<file path="config.mk">
export PLATFORM = sky130hd
export DESIGN_NAME = nand_seq_top
export DESIGN_NICKNAME = d
export VERILOG_FILES = /design/src/rtl/nand_seq_pkg.sv /design/src/rtl/nand_seq_decode.sv /design/src/rtl/nand_seq_strobe.sv /design/src/rtl/nand_seq_cesel.sv /design/src/rtl/nand_seq_top.sv
export SDC_FILE = /design/constraint.sdc
export NUM_CORES = 1
export LEC_CHECK = 0
export BUFFER_PORTS_ARGS = -buffer_cell sky130_fd_sc_hd__buf_2
export CORE_MARGIN = 2
export CORE_UTILIZATION = 52
export DETAILED_ROUTE_END_ITERATION = 16
export PLACE_DENSITY = 0.86
export SYNTH_ARGS = -nofsm -noshare
export SYNTH_HDL_FRONTEND = slang
export SYNTH_SLANG_ARGS = --single-unit
</file>
<file path="constraint.sdc">
create_clock -name clk -period 2.3 [get_ports clk]
set_input_delay 0.115 -clock clk [delete_from_list [all_inputs] [get_ports clk]]
set_output_delay 0.115 -clock clk [all_outputs]
set_load 0.005 [all_outputs]
</file>
<file path="src/rtl/nand_seq_pkg.sv">
package nand_seq_pkg;

   typedef enum logic [2:0] {
      ST_IDLE,
      ST_CMD1,
      ST_ADDR,
      ST_WAITRB,
      ST_CMD2,
      ST_DATA,
      ST_DONE
   } seq_state_e;

   typedef struct packed {
      logic [7:0] chip;
      logic [2:0] naddr;
      logic       clr_cs;
      logic       end_vld;
      logic       data_ph;
      logic [7:0] end_opc;
      logic [7:0] start_opc;
   } acc_fields_t;

endpackage

</file>
<file path="src/rtl/nand_seq_decode.sv">
module nand_seq_decode
   import nand_seq_pkg::*;
(
   input  logic [31:0] addr,
   output acc_fields_t f
);
   localparam int CHIP_LSB  = 24;
   localparam int NADDR_LSB = 21;
   localparam int ENDV_BIT  = 20;
   localparam int PHASE_BIT = 19;
   localparam int ENDC_LSB  = 11;
   localparam int START_LSB = 3;

   logic unused_lsb;
   assign unused_lsb = ^addr[START_LSB-1:0];

   always_comb begin
      f.chip      = addr[CHIP_LSB +: 8];
      f.naddr     = addr[NADDR_LSB +: 3];
      f.clr_cs    = addr[NADDR_LSB];
      f.end_vld   = addr[ENDV_BIT];
      f.data_ph   = addr[PHASE_BIT];
      f.end_opc   = addr[ENDC_LSB +: 8];
      f.start_opc = addr[START_LSB +: 8];
   end
endmodule

</file>
<file path="src/rtl/nand_seq_strobe.sv">
module nand_seq_strobe #(
   parameter int PULSE = 3
) (
   input  logic clk,
   input  logic rst_n,
   input  logic run,
   output logic low,
   output logic sample,
   output logic slot_end
);
   localparam int CW = $clog2(PULSE + 1);

   logic [CW-1:0] cnt;

   always_ff @(posedge clk) begin
      if (!rst_n)
         cnt <= '0;
      else if (!run || slot_end)
         cnt <= '0;
      else
         cnt <= cnt + 1'b1;
   end

   assign low      = run && (cnt < CW'(PULSE));
   assign sample   = run && (cnt == CW'(PULSE - 1));
   assign slot_end = run && (cnt == CW'(PULSE));
endmodule

</file>
<file path="src/rtl/nand_seq_cesel.sv">
module nand_seq_cesel #(
   parameter int CHIPS = 4
) (
   input  logic                     clk,
   input  logic                     rst_n,
   input  logic                     load,
   input  logic [$clog2(CHIPS)-1:0] sel,
   input  logic                     release_i,
   output logic [CHIPS-1:0]         ce_n
);
   localparam int SW = $clog2(CHIPS);

   for (genvar i = 0; i < CHIPS; i++) begin : g_ce
      always_ff @(posedge clk) begin
         if (!rst_n)
            ce_n[i] <= 1'b1;
         else if (load)
            ce_n[i] <= (sel != SW'(i));
         else if (release_i)
            ce_n[i] <= 1'b1;
      end
   end
endmodule

</file>
<file path="src/rtl/nand_seq_top.sv">
module nand_seq_top
   import nand_seq_pkg::*;
#(
   parameter int         CHIPS      = 4,
   parameter int         WE_CYC     = 3,
   parameter int         WORD_BYTES = 4,
   parameter logic [7:0] READ_OPC   = 8'h00
) (
   input  logic                    clk,
   input  logic                    rst_n,
   input  logic                    req_valid,
   output logic                    req_ready,
   input  logic                    req_write,
   input  logic [31:0]             req_addr,
   input  logic [8*WORD_BYTES-1:0] req_wdata,
   output logic                    rsp_valid,
   output logic [8*WORD_BYTES-1:0] rsp_rdata,
   output logic [CHIPS-1:0]        nand_ce_n,
   output logic                    nand_cle,
   output logic                    nand_ale,
   output logic                    nand_we_n,
   output logic                    nand_re_n,
   output logic [7:0]              nand_io_out,
   output logic                    nand_io_oe,
   input  logic [7:0]              nand_io_in,
   input  logic                    nand_rb
);
   localparam int DW     = 8 * WORD_BYTES;
   localparam int CHIP_W = $clog2(CHIPS);
   localparam int BI_W   = $clog2(WORD_BYTES);

   if (WE_CYC < 2) begin : g_bad_pulse
      $error("WE_CYC must be at least 2");
   end
   if (CHIPS < 2 || CHIPS > 16 || (1 << CHIP_W) != CHIPS) begin : g_bad_chips
      $error("CHIPS must be a power of two from 2 to 16");
   end
   if (WORD_BYTES < 2 || WORD_BYTES > 8 || (1 << BI_W) != WORD_BYTES) begin : g_bad_word
      $error("WORD_BYTES must be 2, 4 or 8");
   end

   seq_state_e  state, nxt;
   acc_fields_t dec, r_f;
   logic        r_write;
   logic [DW-1:0] r_wdata, r_rdata;
   logic [2:0]  bidx;
   logic        run, s_low, s_sample, s_end;
   logic        accept, is_rd_opc, drive_we;
   seq_state_e  after_addr, after_cmd1;
   logic        unused_bits;

   nand_seq_decode u_dec (.addr(req_addr), .f(dec));

   assign unused_bits = ^{r_f.chip, dec.chip[7:CHIP_W]};

   assign accept    = req_valid && (state == ST_IDLE);
   assign is_rd_opc = (r_f.start_opc == READ_OPC);
   assign run       = (state == ST_CMD1) || (state == ST_ADDR) ||
                      (state == ST_CMD2) || (state == ST_DATA);

   nand_seq_strobe #(.PULSE(WE_CYC)) u_strb (
      .clk(clk), .rst_n(rst_n), .run(run),
      .low(s_low), .sample(s_sample), .slot_end(s_end)
   );

   nand_seq_cesel #(.CHIPS(CHIPS)) u_ce (
      .clk(clk), .rst_n(rst_n), .load(accept),
      .sel(dec.chip[CHIP_W-1:0]),
      .release_i((state == ST_DONE) && r_f.data_ph && r_f.clr_cs),
      .ce_n(nand_ce_n)
   );

   always_comb begin
      after_addr = !r_f.end_vld ? ST_DONE : (is_rd_opc ? ST_WAITRB : ST_CMD2);
      after_cmd1 = (r_f.naddr != 3'd0) ? ST_ADDR : after_addr;
      nxt = state;
      unique case (state)
         ST_IDLE:   if (req_valid) nxt = dec.data_ph ? ST_DATA : ST_CMD1;
         ST_CMD1:   if (s_end) nxt = after_cmd1;
         ST_ADDR:   if (s_end && bidx == r_f.naddr - 3'd1) nxt = after_addr;
         ST_WAITRB: if (nand_rb) nxt = ST_CMD2;
         ST_CMD2:   if (s_end) nxt = ST_DONE;
         ST_DATA:   if (s_end && bidx == 3'(WORD_BYTES - 1))
                       nxt = r_f.end_vld ? ST_CMD2 : ST_DONE;
         ST_DONE:   nxt = ST_IDLE;
         default:   nxt = ST_IDLE;
      endcase
   end

   always_ff @(posedge clk) begin
      if (!rst_n) begin
         state   <= ST_IDLE;
         r_f     <= '0;
         r_write <= 1'b0;
         r_wdata <= '0;
         r_rdata <= '0;
         bidx    <= '0;
      end else begin
         state <= nxt;
         if (accept) begin
            r_f     <= dec;
            r_write <= req_write;
            r_wdata <= req_wdata;
            r_rdata <= '0;
         end
         if (state != nxt)
            bidx <= '0;
         else if (s_end && (state == ST_ADDR || state == ST_DATA))
            bidx <= bidx + 3'd1;
         if (state == ST_DATA && !r_write && s_sample)
            r_rdata[{bidx[BI_W-1:0], 3'b000} +: 8] <= nand_io_in;
      end
   end

   assign drive_we = (state == ST_CMD1) || (state == ST_ADDR) ||
                     (state == ST_CMD2) || (state == ST_DATA && r_write);

   always_comb begin
      unique case (state)
         ST_CMD1: nand_io_out = r_f.start_opc;
         ST_CMD2: nand_io_out = r_f.end_opc;
         ST_ADDR, ST_DATA: nand_io_out = r_wdata[{bidx[BI_W-1:0], 3'b000} +: 8];
         default: nand_io_out = 8'h00;
      endcase
   end

   assign nand_cle   = (state == ST_CMD1) || (state == ST_CMD2);
   assign nand_ale   = (state == ST_ADDR);
   assign nand_we_n  = !(s_low && drive_we);
   assign nand_re_n  = !(s_low && state == ST_DATA && !r_write);
   assign nand_io_oe = drive_we;
   assign req_ready  = (state == ST_IDLE);
   assign rsp_valid  = (state == ST_DONE);
   assign rsp_rdata  = r_rdata;
endmodule

</file>
==> impl_metrics.py, run 1 <==
metrics = {
    "status": {
        "outcome": "finished, final reports clean",
    },
    "sta": {
        "rsz0062_at_grt": "false",
        "slew_viol_final": 0,
        "setup_slack_ns": 0.133,
        "fmax_mhz": 461,
        "setup_tns_ns": 0,
        "max_slew.worst_pin.slew_ns": 0.669,
        "fin_skew_ns": 0.0110,
        "final-setup-viol-count": 0,
        "finalHoldViolCount": 0,
        "slew_headroom_pct": 55.4,
        "finalCritPeriodShare_pct": 94.2,
        "layout_min_cycle_time_ns": 2.17,
    },
    "floorplanning": {
        "dieArea_um2": 9710,
        "dieWidth_um": 98.5,
        "rows": 34,
        "die_h_um": 98.5,
        "coreArea_um2": 8680,
        "start_util_pct": 53.6,
        "io_pins": 128,
    },
    "clocking": {
        "cts_buffer_depth": 2,
        "h-tree-depth": 3,
        "cts_buffers": 9,
        "post-cts-setup-buffer-count": 0,
        "cts_root_buffer": "clkbuf_8",
        "clock-sinks": 98,
        "worstSkewPairLatency_ns": 0.36,
        "cts_tree": "done",
        "clk_pin_slew_ns": 0.10,
    },
    "global_routing": {
        "antenna_found_initial": 0,
        "grt_pass1_vias": 4102,
        "grt_max_degree": 58,
        "grt_pass1_wl_um": 19300,
        "grt_usage_pct": 24.2,
        "globalRouteOverflowTotal": 0,
    },
    "synthesis": {
        "avgSynthCellArea_um2": 8.42,
        "synth_edf_count": 0,
        "synth_ff_type": "dfxtp_1",
        "ys_seq_area_share_pct": 42.2,
        "ys_seq_elements": 98,
        "syn_nets": 639,
        "postSynthCellCount": 552,
        "synth_cell_types": 44,
        "yosysWarnings": 0,
        "synthArstFlopShare_pct": 0,
        "synth.cell_area_um2": 4650,
    },
    "worst_setup_path": {
        "critPathLaunchType": "flop",
        "r2r_cells": 5,
        "critPathLaunch": "state[0]",
        "r2r-start": "state[2]",
        "endpoint_kind": "primary output",
        "crit_arrival_ns": 2.05,
        "crit_fanout": 15,
        "critPathRequiredTime_ns": 2.18,
        "crit_type": "reg -> out",
    },
    "power_and_ir_drop": {
        "p_switching_w": 0.000922,
        "internal_power_w": 0.00238,
        "vdd_drop_max_v": 0.000412,
        "seqPwrFrac_pct": 55.1,
        "pwr-share-clk_pct": 30.9,
        "swShare_pct": 28.0,
        "combPwrFrac_pct": 14.0,
        "leakage_nw": 2.30,
        "power-per-cell-area_nw_per_um2": 580,
    },
    "drt": {
        "drt-pass1-iter-count": 5,
        "vias_per_cell": 5.55,
        "routedWlPerCell_um": 15.2,
        "ant_nets": 0,
        "finalWirelength_um": 12000,
        "drt_iter0_markers": 256,
        "num_vias": 4367,
        "drc": 0,
    },
    "min_path": {
        "holdPathStages": 3,
        "min-delay-start": "req_addr[3]",
        "hp-class": "in -> reg",
    },
    "finish": {
        "finalNonFillerCells": 787,
        "fillers": 739,
        "ff_latch_area_um2": 1960,
        "drive_above_1_share_pct": 24.4,
        "multi_input_area_um2": 2480,
        "antenna_cells": 0,
        "layout.nets": 761,
        "syn2layout_area_growth_pct": 22.3,
        "final_area_um2": 5680,
    },
    "run": {
        "drv_cap": 0,
    },
    "placed_design": {
        "dp_cells": 754,
        "io_buffers": 118,
        "post_dp_cell_area_um2": 5330,
        "place_ws_ns": 0.231,
        "gp_congestion": 0.962,
        "hpwlAfterDp_um": 8740,
    },
}
synthesized netlist by cell type, types with 2 or more instances:
cell type / instances / area [um^2]
inv_1: 9 / 33.8
buf_6: 2 / 22.5
nor4_1: 3 / 18.8
xnor2_1: 2 / 17.5
buf_2: 7 / 35.0
mux4_2: 8 / 180
nor2_1: 7 / 26.3
inv_2: 2 / 7.51
nand3b_1: 3 / 22.5
nor2b_1: 5 / 31.3
nor3_1: 3 / 15.0
a21boi_1: 2 / 15.0
nor3b_1: 4 / 30.0
nand2_1: 146 / 548
o21ai_0: 6 / 30.0
or4_1: 3 / 22.5
and2_1: 3 / 18.8
nand3_1: 71 / 355
clkbuf_1: 25 / 93.8
a21boi_0: 84 / 631
mux2i_1: 9 / 90.1
nand2b_1: 2 / 12.5
a21oi_1: 2 / 10.0
o221ai_1: 8 / 70.1
xor2_1: 3 / 26.3
o22ai_1: 3 / 18.8
buf_1: 5 / 18.8
a31oi_1: 2 / 12.5
dfxtp_1: 98 / 1960
ha_1: 10 / 125
and3_1: 2 / 12.5
state kept, by name (all words and copies together) (netlist names):
register    cells
u_ce.ce_n       4
bidx            3
r_write         1
rsp_rdata      32
u_strb.cnt      2
r_f            21
r_wdata        32
state           3
power by group through the flow:
stage,Clock [W],Sequential (W),Combinational (W)
floorplan,0,0.00184,0.000290
global placement,0,0.00185,0.000423
detailed placement,0,0.00185,0.000435
CTS,0.00105,0.00181,0.000458
global route,0.00111,0.00182,0.000510
finish,0.00102,0.00182,0.000462
per-layer routing:
| layer | part of all wire, % | track usage [%] | wire length (um) | vias to the layer above |
|---|---|---|---|---|
| met5 | 0 | 0 | 0 | - |
| met4 | 1.2 | 7.06 | 138 | 0 |
| met3 | 6.6 | 4.54 | 795 | 15 |
| met2 | 49 | 40.2 | 5880 | 164 |
| met1 | 43 | 32.4 | 5150 | 2046 |
| li1 | - | - | - | 2142 |
layout by cell type (no fill, tap or decap), types with 3 or more instances in the layout:
master | netlist | layout
a21boi_0 | 84 | 84
and2_1 | 3 | 3
buf_2 | 7 | 118
buf_4 | 1 | 15
clkbuf_8 | 0 | 9
clkinvlp_4 | 0 | 3
dfxtp_1 | 98 | 98
dlygate4sd3_1 | 0 | 17
ha_1 | 10 | 10
inv_1 | 9 | 9
mux2i_1 | 9 | 9
mux4_2 | 8 | 8
nand2_1 | 146 | 145
nand3_1 | 71 | 71
nand3b_1 | 3 | 3
nor2_1 | 7 | 7
nor2b_1 | 5 | 5
nor3_1 | 3 | 3
nor3b_1 | 4 | 4
nor4_1 | 3 | 3
o21ai_0 | 6 | 6
o221ai_1 | 8 | 8
o22ai_1 | 3 | 3
or4_1 | 3 | 3
xor2_1 | 3 | 3
through the flow:
stage / hold slack (ns) / power (W) / util, %
after floorplan: 0.259 / 0.00212 / -
after global placement: 0.369 / 0.00227 / 61.4
after detailed placement: 0.377 / 0.00229 / 61.4
after CTS: 0.000207 / 0.00332 / 65.3
after global routing: 0.00658 / 0.00344 / 65.5
final: 0.00622 / 0.00330 / 65.5
cells by family after synthesis:
group | after synthesis | share of synthesized area [%]
AND/OR/NAND/NOR | 259 | 25.2
adder cells (fa/ha/maj) | 10 | 2.69
flip-flops | 98 | 42.2
multiplexers | 17 | 5.81
buffers and inverters | 51 | 4.71
XOR/XNOR | 6 | 1.43
AO/OA/AOI/OAI | 111 | 17.9
cell type report:
class / count / area share, %
clock inverters: 7 / 0.924
inverters: 11 / 0.726
clock buffers: 9 / 2.18
repair buffers: 151 / 15.7
flip-flops and latches: 98 / 34.5
multi-input cells: 403 / 43.6
well taps: 108 / 2.38
worst paths after layout:
kind                         end  slack [ns]
hold reg to reg    u_strb.cnt[0]        0.46
setup reg to reg   rsp_rdata[13]        0.25
setup / recovery  nand_io_out[4]        0.13
hold / removal            r_f[0]       0.006
timing repair:
action | 4_1_cts | 5_1_grt
resized for setup | 0 | 1
hold buffers | 16 | 1
endpoints found under the setup margin | 0 | 5
hold endpoints to repair | 16 | 1
worst max-delay path: stages (launching register included):
cell      delay [ns]
dfxtp_1         0.48
buf_4           0.29
nor2b_1         0.28
buf_4           0.20
nand2_1         0.06
o221ai_1        0.21
buf_2           0.16
(Power assumes the default switching activity.)
==> inputs of run 2 (changes only) <==
- CORE_ASPECT_RATIO: not set -> 0.9
==> impl_metrics.py, run 2 (synthesized netlist as in run 1, its figures left out) <==
metrics = {
    "global_routing": {
        "grt_pass1_wl_um": 20200,
        "grt_max_degree": 58,
        "grt_pass1_vias": 4301,
        "antenna_found_initial": 0,
        "grt_usage_pct": 25.6,
        "globalRouteOverflowTotal": 0,
    },
    "worst_setup_path": {
        "crit_cells": 5,
        "critPathBufInv": 2,
        "ff2ff_setup_slack_ns": 0.26,
        "crit_path_max_incr_delay_ns": 0.59,
        "r2r_cells": 5,
        "critPathRequiredTime_ns": 2.18,
        "crit_fanout": 13,
        "critPathLaunchType": "flop",
        "path_cells": "buf_4 > mux4_2 > mux2i_1 > o221ai_1 > buf_2",
        "endpoint_kind": "primary output",
        "cpLargestDelayFamily": "multiplexers",
        "cpMaxStageDelayCell": "mux4_2",
        "crit_arrival_ns": 2.05,
        "crit_type": "reg -> out",
    },
    "clocking": {
        "cts_buffer_depth": 2,
        "worstSkewPairLatency_ns": 0.35,
        "clock-sinks": 98,
        "cts_tree": "done",
        "cts_root_buffer": "clkbuf_8",
        "h-tree-depth": 3,
        "cts_buffers": 9,
        "post-cts-setup-buffer-count": 0,
        "clk_pin_slew_ns": 0.09,
    },
    "placed_design": {
        "hpwlAfterDp_um": 8650,
        "gp_congestion": 0.891,
        "place_ws_ns": 0.215,
        "io_buffers": 118,
    },
    "sta": {
        "fmax_mhz": 463,
        "setup_slack_ns": 0.139,
        "setup_tns_ns": 0,
        "final-setup-viol-count": 0,
        "fin_skew_ns": 0.0108,
        "layout_min_cycle_time_ns": 2.16,
        "fin_hold_ws_ns": 0.0112,
        "slew_headroom_pct": 62.0,
        "finalCritPeriodShare_pct": 94.0,
        "finalHoldViolCount": 0,
        "slew_viol_final": 0,
        "max_slew.worst_pin.slew_ns": 0.570,
        "rsz0062_at_grt": "false",
    },
    "finish": {
        "antenna_cells": 0,
        "layout_commonest_cell": "nand2_1",
        "fin_util_pct": 66.8,
        "fillers": 707,
        "drive_above_1_share_pct": 24.0,
        "final_cell_mix": "145 x nand2_1, 118 x buf_2, 98 x dfxtp_1",
        "layout.nets": 766,
        "syn2layout_area_growth_pct": 24.3,
    },
    "drt": {
        "drt-pass1-iter-count": 5,
        "num_vias": 4419,
        "vias_per_cell": 5.50,
        "drt_iter0_markers": 278,
        "ant_nets": 0,
        "routedWlPerCell_um": 15.5,
        "drc": 0,
        "finalWirelength_um": 12500,
    },
    "power_and_ir_drop": {
        "p_total_w": 0.00350,
        "vdd_drop_max_v": 0.000442,
        "power-per-cell-area_nw_per_um2": 607,
        "leakage_nw": 2.33,
    },
    "min_path": {
        "hp-class": "in -> reg",
        "holdPathStages": 3,
    },
    "floorplanning": {
        "rows": 32,
        "start_util_pct": 53.7,
        "dieWidth_um": 104,
        "die_h_um": 93.7,
        "io_pins": 128,
        "dieArea_um2": 9710,
        "coreArea_um2": 8650,
    },
    "run": {
        "drv_cap": 0,
    },
    "status": {
        "outcome": "finished, final reports clean",
    },
}
-- run 2: layout make-up --
class	count	area (um^2)	share of cell area (%)
inverter	11	41.3	0.715
sequential	98	1960	34.0
multi-input combinational	403	2480	42.9
clock buffer	10	128	2.21
tap	119	149	2.58
clock inverter	6	88.8	1.54
timing repair buffer	156	933	16.2
-- run 2: worst min-delay path: stages --
cell and delay [ns]:
buf_2 0.09, nand2_1 0.05, a21boi_0 0.06
-- run 2: final timing paths --
check | start | to
setup / recovery | bidx[0] | nand_io_out[7]
hold / removal | req_wdata[18] | r_wdata[18]
setup reg to reg | state[2] | rsp_rdata[14]
hold reg to reg | u_strb.cnt[0] | u_strb.cnt[0]
-- run 2: where the power goes --
part / internal [W] / leakage (nW) / switching [W] / total (W)
Sequential: 0.00177 / 0.799 / 0.0000488 / 0.00182
Combinational: 0.000210 / 1.43 / 0.000262 / 0.000472
Clock: 0.000616 / 0.103 / 0.000601 / 0.00122
Total: 0.00259 / 2.33 / 0.000912 / 0.00350
-- run 2: layer usage --
layer	vias to the layer above	GRT usage (%)	part of all wire, %
met5	-	0	0
met4	0	9.01	2.1
met3	26	5.55	7.3
met2	177	43.8	48
met1	2061	32.2	43
li1	2155	-	-
-- run 2: per-stage QoR --
step	cells	cell area (um^2)
6_report	803	5780
4_1_cts	803	5770
2_1_floorplan	552	4650
3_3_place_gp	764	5330
5_1_grt	803	5780
3_5_place_dp	764	5330
-- run 2: what timing repair did --
action,CTS,global route
endpoints found under the setup margin,0,1
hold endpoints to repair,23,0
gates resized for setup,0,1
hold buffers,23,0
==> inputs of run 3 (changes only) <==
- CORE_UTILIZATION: 52 -> 53
- PLACE_DENSITY: 0.86 -> 0.87
- SYNTH_HIERARCHICAL: not set -> 1
==> impl_metrics.py, run 3 <==
metrics = {
    "worst_setup_path": {
        "crit_fanout": 11,
        "critPathRequiredTime_ns": 2.18,
        "cpMaxStageDelayCell": "mux4_2",
        "r2r-start": "r_f[19]",
        "r2r_cells": 8,
        "path_cells": "buf_12 > mux4_2 > mux2_2 > a22oi_1 > o21ai_1 > buf_2",
        "endpoint_kind": "primary output",
        "crit_path_max_incr_delay_ns": 0.54,
        "critPathBufInv": 2,
        "ff2ff_setup_slack_ns": 0.08,
        "cpLargestDelayFamily": "multiplexers",
        "crit_type": "reg -> out",
        "crit_arrival_ns": 2.11,
        "critPathLaunchType": "flop",
        "worstReg2RegEnd": "bidx[2]",
    },
    "floorplanning": {
        "coreArea_um2": 9040,
        "io_pins": 128,
        "dieWidth_um": 105,
        "rows": 33,
        "dieArea_um2": 10000,
        "start_util_pct": 54.1,
        "die_h_um": 95.1,
    },
    "finish": {
        "drive_above_1_share_pct": 26.6,
        "layout.nets": 784,
        "syn2layout_area_growth_pct": 27.5,
        "antenna_cells": 0,
        "final_cell_mix": "130 x nand2_1, 118 x buf_2, 98 x dfxtp_1",
        "final_area_um2": 6230,
        "fin_util_pct": 68.9,
        "layout_commonest_cell": "nand2_1",
        "finalNonFillerCells": 824,
    },
    "drt": {
        "top_layer_used": "met5",
        "routed-wl-met2_um": 6760,
        "drt-met1-wl_um": 5620,
        "num_vias": 4625,
        "vias_per_cell": 5.61,
        "routedWlPerCell_um": 16.7,
        "drt-pass1-iter-count": 6,
        "drc": 0,
        "drt_iter0_markers": 358,
        "ant_nets": 0,
        "finalWirelength_um": 13700,
        "route.met3.wl_um": 835,
    },
    "sta": {
        "layout_min_cycle_time_ns": 2.23,
        "fin_skew_ns": 0.0119,
        "finalCritPeriodShare_pct": 97.0,
        "slew_viol_final": 0,
        "finalHoldViolCount": 0,
        "slew_headroom_pct": 50.7,
        "final-setup-viol-count": 0,
        "max_slew.worst_pin.slew_ns": 0.740,
        "fmax_mhz": 448,
    },
    "clocking": {
        "h-tree-depth": 3,
        "cts_tree": "done",
        "worstSkewPairLatency_ns": 0.37,
        "clock-sinks": 99,
        "clk_pin_slew_ns": 0.11,
        "cts_root_buffer": "clkbuf_8",
        "cts_buffers": 9,
        "cts_buffer_depth": 2,
    },
    "power_and_ir_drop": {
        "vdd_drop_max_v": 0.000425,
        "combPwrFrac_pct": 16.3,
        "seqPwrFrac_pct": 50.8,
        "p_switching_w": 0.00101,
        "leakage_nw": 2.55,
        "internal_power_w": 0.00262,
        "swShare_pct": 27.8,
        "pwr-share-clk_pct": 32.9,
        "power-per-cell-area_nw_per_um2": 584,
    },
    "global_routing": {
        "grt_usage_pct": 26.8,
        "grt_pass1_wl_um": 21200,
        "globalRouteOverflowTotal": 0,
        "grt_max_degree": 95,
        "grt_pass1_vias": 4424,
        "antenna_found_initial": 1,
    },
    "status": {
        "outcome": "finished, final reports clean",
    },
    "synthesis": {
        "yosysWarnings": 6,
        "syn_nets": 644,
        "synth.cell_area_um2": 4890,
        "avgSynthCellArea_um2": 8.78,
        "postSynthCellCount": 557,
    },
    "min_path": {
        "min_to": "r_wdata[14]",
        "holdPathStages": 3,
        "min-delay-start": "req_wdata[14]",
        "hp-class": "in -> reg",
    },
    "placed_design": {
        "post_dp_cell_area_um2": 5450,
        "hpwlAfterDp_um": 8570,
        "dp_cells": 753,
        "gp_congestion": 0.872,
        "io_buffers": 118,
    },
    "run": {
        "drv_cap": 0,
    },
}
==> run 3: changes by cell type in the layout (fill, tap and decap cells not counted), sizes merged, moves of 6 or more <==
cell,before,now
nor2b,5,26
a21oi,2,9
nand2,147,132
a21boi,86,63
o221ai,8,0
nand2b,2,8
nand3,71,17
mux2i,9,2
nor3,3,9
mux2,0,8
o21ai,6,15
a22oi,0,33
dlygate4sd3,23,51
==> run 3: cell type report <==
class | count | area (um^2)
Sequential cell | 99 | 1980
Multi-Input combinational cell | 393 | 2600
Clock buffer | 10 | 138
Clock inverter | 6 | 77.6
Fill cell | 667 | 2810
Inverter | 9 | 33.8
Timing Repair Buffer | 185 | 1250
Tap cell | 122 | 153
==> run 3: timing repair <==
action	CTS	global route
setup endpoints to repair	0	26
resized for setup	0	7
hold buffers	50	1
buffers inserted	0	4
hold endpoints to repair	50	1
==> run 3: how the worst max path moves through the flow <==
stage / cells past startpoint / slack, ns / endpoint / from
floorplan: 11 / 0.02 / bidx[0] / state[2]
global placement: 9 / 0.20 / bidx[0] / state[2]
detailed placement: 9 / 0.14 / bidx[0] / state[2]
CTS: 6 / 0.02 / nand_io_out[1] / bidx[0]
global route: 8 / -0.06 / bidx[2] / r_f[19]
finish: 6 / 0.07 / nand_io_out[7] / bidx[0]
==> run 3: power groups by stage <==
stage / logic (W) / clock network [W] / registers, W
after global routing: 0.000641 / 0.00129 / 0.00186
after floorplan: 0.000357 / 0 / 0.00187
after CTS: 0.000569 / 0.00122 / 0.00184
after detailed placement: 0.000502 / 0 / 0.00188
after global placement: 0.000481 / 0 / 0.00188
final: 0.000592 / 0.00120 / 0.00185
==> run 3: per-stage QoR <==
stage,power (W),hold slack (ns),TNS [ns],setup WS [ns]
after global placement,0.00236,0.355,0,0.201
final,0.00364,0.0100,0,0.0700
after floorplan,0.00222,0.195,0,0.0178
after global routing,0.00379,0.00834,-0.144,-0.0638
after detailed placement,0.00238,0.362,0,0.139
after CTS,0.00363,0.00236,0,0.0180
==> run 3: per-layer routing <==
layer	track usage, %	up-vias
met1	32.8	2196
li1	-	2176
met4	10.9	2
met2	46.9	197
met5	0	-
met3	5.19	54
==> run 3: worst register-to-register path, delay by kind of cell (launching register included) <==
family,cells,cell delay [ns]
XOR/XNOR,1,0.19
buffers and inverters,1,0.10
AO/OA/AOI/OAI,3,0.72
adder cells (fa/ha/maj),1,0.31
AND/OR/NAND/NOR,2,0.33
flip-flops,1,0.43
